`config.mk`:
```
export PLATFORM = sky130hd
export DESIGN_NAME = rx_seq_check
export DESIGN_NICKNAME = d
export VERILOG_FILES = /design/src/rtl/rx_seq_pkg.sv /design/src/rtl/rx_seq_classify.sv /design/src/rtl/rx_ack_pacer.sv /design/src/rtl/rx_seq_check.sv
export SDC_FILE = /design/constraint.sdc
export NUM_CORES = 1
export LEC_CHECK = 0
export BUFFER_PORTS_ARGS = -buffer_cell sky130_fd_sc_hd__buf_2
export CORE_MARGIN = 2
export CORE_UTILIZATION = 58
export CTS_CLUSTER_SIZE = 40
export DETAILED_ROUTE_END_ITERATION = 16
export GPL_TIMING_DRIVEN = 0
export PLACE_DENSITY = 0.82
export SETUP_SLACK_MARGIN = 0.5
export SLEW_MARGIN = 20
export SYNTH_ARGS = -nofsm -noshare
export SYNTH_HDL_FRONTEND = slang
export SYNTH_SLANG_ARGS = --single-unit
```
`constraint.sdc`:
```
create_clock -name clk -period 5.28 [get_ports clk]
set_clock_uncertainty 0.1 [all_clocks]
set_input_delay 0.528 -clock clk [delete_from_list [all_inputs] [get_ports clk]]
set_output_delay 0.528 -clock clk [all_outputs]
set_load 0.05 [all_outputs]
```
`src/rtl/rx_seq_pkg.sv`:
```
package rx_seq_pkg;
  localparam int SEQ_W = 24;
  localparam int CNT_W = 8;

  typedef logic [SEQ_W-1:0] seq_t;
  typedef logic [CNT_W-1:0] cnt_t;

  typedef enum logic [1:0] {
    POS_FIRST  = 2'b00,
    POS_MIDDLE = 2'b01,
    POS_LAST   = 2'b10,
    POS_ONLY   = 2'b11
  } pos_e;

  typedef enum logic [1:0] {
    CLS_IDLE,
    CLS_INORDER,
    CLS_AHEAD,
    CLS_BEHIND
  } cls_e;

  // Modulo distance from expected to received.
  function automatic seq_t seq_dist(input seq_t rcvd, input seq_t want);
    return rcvd - want;
  endfunction

  // Half-range window: top bit of the distance set means behind.
  function automatic cls_e seq_classify(input logic vld, input seq_t rcvd, input seq_t want);
    seq_t d;
    d = seq_dist(rcvd, want);
    if (!vld)                 return CLS_IDLE;
    else if (d == '0)         return CLS_INORDER;
    else if (!d[SEQ_W-1])     return CLS_AHEAD;
    else                      return CLS_BEHIND;
  endfunction

  // Last and only codes share bit 1.
  function automatic logic ends_message(input logic [1:0] pos);
    return pos[1];
  endfunction
endpackage

```
`src/rtl/rx_seq_classify.sv`:
```
module rx_seq_classify
  import rx_seq_pkg::*;
(
  input  logic vld,
  input  seq_t rcvd,
  input  seq_t want,
  output cls_e cls
);
  assign cls = seq_classify(vld, rcvd, want);
endmodule

```
`src/rtl/rx_ack_pacer.sv`:
```
module rx_ack_pacer
  import rx_seq_pkg::*;
(
  input  logic clk,
  input  logic rst_n,
  input  logic accept,
  input  logic msg_end,
  input  cnt_t ack_every,
  output logic fire
);
  cnt_t cnt_q;
  cnt_t cnt_inc;
  logic count_hit;

  assign cnt_inc   = cnt_q + 1'b1;
  assign count_hit = (ack_every != '0) && (cnt_inc >= ack_every);
  assign fire      = accept && (msg_end || count_hit);

  always_ff @(posedge clk) begin
    if (!rst_n)      cnt_q <= '0;
    else if (fire)   cnt_q <= '0;
    else if (accept) cnt_q <= cnt_inc;
  end

  // any in-order ACK restarts the interval
  assert_fire_restarts_R8: assert property (@(posedge clk) disable iff (!rst_n)
    fire |=> (cnt_q == '0));
endmodule

```
`src/rtl/rx_seq_check.sv`:
```
module rx_seq_check
  import rx_seq_pkg::*;
(
  input  logic             clk,
  input  logic             rst_n,
  input  logic [SEQ_W-1:0] init_seq,
  input  logic [CNT_W-1:0] ack_every,
  input  logic             pkt_valid,
  input  logic [SEQ_W-1:0] pkt_seq,
  input  logic [1:0]       pkt_pos,
  output logic             wr_en,
  output logic             ack_req,
  output logic             nak_req,
  output logic [SEQ_W-1:0] resp_seq
);
  seq_t exp_q;
  logic nak_sent_q;
  cls_e cls;

  // Named internal events for assertions
  logic ev_accept, ev_gap, ev_dup, ev_nak, ev_pace_ack;

  rx_seq_classify u_cls (
    .vld  (pkt_valid),
    .rcvd (pkt_seq),
    .want (exp_q),
    .cls  (cls)
  );

  assign ev_accept = (cls == CLS_INORDER);
  assign ev_gap    = (cls == CLS_AHEAD);
  assign ev_dup    = (cls == CLS_BEHIND);
  assign ev_nak    = ev_gap && !nak_sent_q;

  rx_ack_pacer u_pace (
    .clk       (clk),
    .rst_n     (rst_n),
    .accept    (ev_accept),
    .msg_end   (ends_message(pkt_pos)),
    .ack_every (ack_every),
    .fire      (ev_pace_ack)
  );

  always_ff @(posedge clk) begin
    if (!rst_n) begin
      exp_q      <= init_seq;
      nak_sent_q <= 1'b0;
      wr_en      <= 1'b0;
      ack_req    <= 1'b0;
      nak_req    <= 1'b0;
      resp_seq   <= '0;
    end else begin
      wr_en    <= ev_accept;
      ack_req  <= ev_pace_ack || ev_dup;
      nak_req  <= ev_nak;
      resp_seq <= '0;
      if (ev_accept) begin
        exp_q      <= exp_q + 1'b1;
        nak_sent_q <= 1'b0;
        if (ev_pace_ack) resp_seq <= pkt_seq;
      end else if (ev_nak) begin
        nak_sent_q <= 1'b1;
        resp_seq   <= exp_q;
      end else if (ev_dup) begin
        resp_seq   <= exp_q - 1'b1;
      end
    end
  end

  assert_write_advances_R2: assert property (@(posedge clk) disable iff (!rst_n)
    wr_en |-> (exp_q == $past(exp_q) + 1'b1));

  assert_nak_names_missing_R3: assert property (@(posedge clk) disable iff (!rst_n)
    nak_req |-> (resp_seq == exp_q && !wr_en));

  assert_one_nak_per_gap_R4: assert property (@(posedge clk) disable iff (!rst_n)
    nak_req |=> !nak_req);

  assert_dup_acks_previous_R6: assert property (@(posedge clk) disable iff (!rst_n)
    (ack_req && !wr_en) |-> (resp_seq == exp_q - 1'b1));

  assert_single_strobe_R10: assert property (@(posedge clk) disable iff (!rst_n)
    $onehot0({ack_req, nak_req}));

  assert_idle_quiet_R11: assert property (@(posedge clk) disable iff (!rst_n)
    !$past(pkt_valid) |-> !(wr_en || ack_req || nak_req));
endmodule

```
==> summary.md <==
| Metric | Value |
|---|---|
| Internal Pwr Total | `0.000931 W` |
| Die Width | `98.4 um` |
| Initial antenna violation count | `0` |
| Final wirelength | `15.3 mm` |
| Mapped Area | `0.00517 mm2` |
| Final Net Count | `860` |
| Per-cell routed wire length | `17.5 um` |
| Compound-Gate Fraction of Synth Area | `0.248` |
| Vias in the first global route | `5,193` |
| Peak supply drop | `0.252 mV` |
| CTS tree | `done` |
| Detail Route Antenna Nets | `0` |
| Post-synth EDFFs | `24` |
| Placer Congestion | `0.950` |
| CP arrival | `4400 ps` |
| Main combinational cell family by area after synthesis | `compound AO/OA/AOI/OAI gates` |
| Fill cells | `757` |
| IO Pins | `88` |
| CP top delay family | `simple AND/OR/NAND/NOR gates` |
| Final worst-path cycle share | `0.856` |
| Mux contribution to synthesized area | `0.0102` |
| Crit. End Element | `flop` |
| # clock sinks | `60` |
| Crit Path Class | `reg2reg` |
| Area growth, synth to finish | `14.8%` |
| Final min period | `4520 ps` |
| Vias | `5,430` |
| Hpwl dp | `12.3 mm` |
| Top area cells in the synthesized netlist | `dfxtp_1, edfxtp_1, ha_1` |
| Net Count, Synth | `764` |
| RSZ-0062 raised after global routing | `no` |
| Yosys warnings | `0` |
| Worst Hold Class | `in2reg` |
| Ys flop type | `dfxtp_1` |
| Register area share after synthesis | `0.279` |
| Area share of the largest cell type after synthesis | `0.140` |
| Final Setup Violations | `0` |
| Combinational share of power | `0.343` |
| Max-cap viol count | `0` |
| Largest net degree at the start of global routing | `26` |
| Worst path max stage delay | `670 ps` |
| Worst skew pair latency | `340 ps` |
| # rows | `34` |
| Port Buffers | `85` |
| GR Util All Layers | `0.323` |
| Data required, critical path | `5150 ps` |
| Post-CTS setup buffer count | `0` |
| Synthesized area per cell | `7.72 um2` |
| Drt pass-1 iters | `7` |
| Clk pwr share | `0.291` |
| #FFs+latches synth | `60` |
| Most frequent cell on the critical path | `a21o_1` |
| Max-slew violation count | `0` |
| Cell count after synthesis | `669` |
| Sequential share of power | `0.366` |
| Avg Vias per Cell | `6.18` |
| Die Height | `98.4 um` |
| Leakage power | `2.51 nW` |
| Core footprint | `0.00868 mm2` |
| Slew @ Worst Pin | `872 ps` |
| TritonCTS buffer count | `9` |
| H-tree depth | `3` |
| Simple-gate share of the synthesized area | `0.247` |
| Hold Vio Cnt, Final | `0` |
| Ant diodes | `0` |
| GR Overflow Total | `0` |
| Die ar. | `0.00968 mm2` |
| Iter 0 DRT Violations | `425` |
| Worst Path Max Fanout | `25` |
| Clk buf depth | `2` |
| Layout cell share with drive strength beyond 1 | `0.164` |
| First-pass GRT wire length | `25.3 mm` |
| Adder-Cell Fraction of Synth Area | `0.0823` |
| Setup Total Neg Slack | `0 ps` |
| Net switching power | `0.000532 W` |
| FFs w/ async S/R, synth | `0` |
| Max frequency | `221 MHz` |
| Dpl ws | `418 ps` |
| Post-synth cell types | `68` |
| Slowest CP cell | `or4_1` |
| Root Driver | `clkbuf_8` |
| CP Cell Sequence | `clkbuf_1, inv_1, ha_1, a21o_1, a21o_1, o211ai_1, and2_1, mux2i_1, o2111a_1, nand4_1, or4_1, nand2_2` |
| Final WS setup | `758 ps` |
| Worst slew margin | `0.419` |
| DRC Markers | `0` |
| Run status | `complete, no violations` |
| Switching share of power | `0.364` |
| Worst Path Buf+Inv | `2` |
| Post-Synth XOR/XNOR Area | `0.0763` |
| CTS clk-pin slew, worst paths | `80 ps` |
| PD cells | `247 mW/mm2` |
| Startpoint class of the critical path | `flop` |
| Initial Util | `0.595` |
| Largest area contributor in the netlist | `dfxtp_1` |
-- synth_stat cells, drive strengths merged, types with 3 or more instances --
cell and number:
a211oi 5, a21boi 4, a21o 5, a21oi 76
a22oi 6, a31oi 4, a41oi 4, and2 7
and3 10, buf 16, clkbuf 15, dfxtp 36
edfxtp 24, ha 34, inv 37, mux2i 3
nand2 58, nand2b 9, nand3 30, nand3b 3
nand4 11, nand4b 3, nor2 66, nor2b 3
nor3 22, nor4 6, o2111a 3, o2111ai 4
o211a 3, o211ai 14, o21a 7, o21ai 46
o21bai 3, o311ai 5, o41ai 3, or2 3
or3 9, or3b 3, or4 4, xnor2 37
xor2 8
-- per-layer routing --
metal | vias to the layer above | global-route usage | part of all wire
li1 | 2645 | - | -
met1 | 2549 | 0.440 | 0.44
met2 | 204 | 0.527 | 0.47
met3 | 32 | 0.0422 | 0.061
met4 | 0 | 0.114 | 0.026
met5 | - | 0 | 0
-- repair_timing --
item | CTS | global route
resized for setup | 1 | 0
hold buffers | 0 | 0
setup endpoints to repair | 24 | 0
endpoints found under the hold margin | 0 | 0
-- area by class of cell --
class	count	area (um2)	area share
inverter	39	146	0.0247
timing repair buffer	85	425	0.0717
buffer	31	150	0.0253
multi-input combinational	539	3430	0.578
tap	108	135	0.0228
clock buffer	12	155	0.0262
clock inverter	4	47.5	0.00802
sequential	60	1440	0.243
-- registers in the layout, indices dropped and copies added, names as in the netlist --
name and flops:
ack_req 1, exp_q 24, nak_req 1, nak_sent_q 1, resp_seq 24, u_pace.cnt_q 8, wr_en 1
-- power by group through the flow --
stage / clock network, W / registers, W / logic, W
detailed placement: 0 / 0.000545 / 0.000491
global route: 0.000444 / 0.000539 / 0.000550
CTS: 0.000425 / 0.000535 / 0.000494
global placement: 0 / 0.000544 / 0.000483
floorplan: 0 / 0.000593 / 0.000309
finish: 0.000426 / 0.000535 / 0.000502
-- cell usage in the layout, fill, tap and decap left out, drive strengths merged, types with 4 or more instances in the layout --
cell type  Yosys  final
ha            34     34
and2           7      7
a21boi         4      4
a31oi          4      4
a211oi         5      5
nand2b         9      9
nand2         58     58
edfxtp        24     24
nor3          22     22
clkinv         2      4
nand4         11     11
a21o           5      5
inv           37     37
dfxtp         36     36
a41oi          4      4
o311ai         5      5
xor2           8      8
or3            9      9
nor2          66     66
a21oi         76     76
or4            4      4
buf           16    101
nor4           6      6
and3          10     10
clkbuf        15     27
o2111ai        4      4
nand3         30     30
o21ai         46     46
o21a           7      7
a22oi          6      6
xnor2         37     37
o211ai        14     14
-- metrics by stage --
stage	hold slack [ps]	utilization	instance area, um2	cells	power (W)
6_report	321	0.684	5930	878	0.00146
5_1_grt	329	0.684	5930	878	0.00153
4_1_cts	322	0.684	5930	878	0.00145
3_5_place_dp	363	0.660	5730	862	0.00104
3_3_place_gp	354	0.660	5730	862	0.00103
2_1_floorplan	344	-	5170	669	0.000902
-- path summary, 6_finish.rpt --
| path | start | end | slack [ps] | cells past startpoint |
|---|---|---|---|---|
| worst min register to register | u_pace.cnt_q[7] | u_pace.cnt_q[7] | 370 | 2 |
| worst max register to register | exp_q[3] | exp_q[19] | 760 | 12 |
| worst max-delay path | exp_q[3] | exp_q[19] | 760 | 12 |
| worst min-delay path | pkt_seq[22] | resp_seq[22] | 320 | 3 |
-- cells by family (layout without fill, tap and decap cells) --
family | Yosys count | in the layout
mux | 5 | 5
simple gates | 254 | 254
compound gates | 201 | 201
fa+ha+maj | 34 | 34
flops | 60 | 60
buf+inv | 70 | 171
xor+xnor | 45 | 45
-- worst reg2reg max path: stages (launching register included) --
cell and delay, ps:
edfxtp_1 320, clkbuf_1 300, inv_1 150, ha_1 410
a21o_1 250, a21o_1 210, o211ai_1 320, and2_1 200
mux2i_1 280, o2111a_1 230, nand4_1 200, or4_1 670
nand2_2 510
Power figures use the tool's default switching activity.
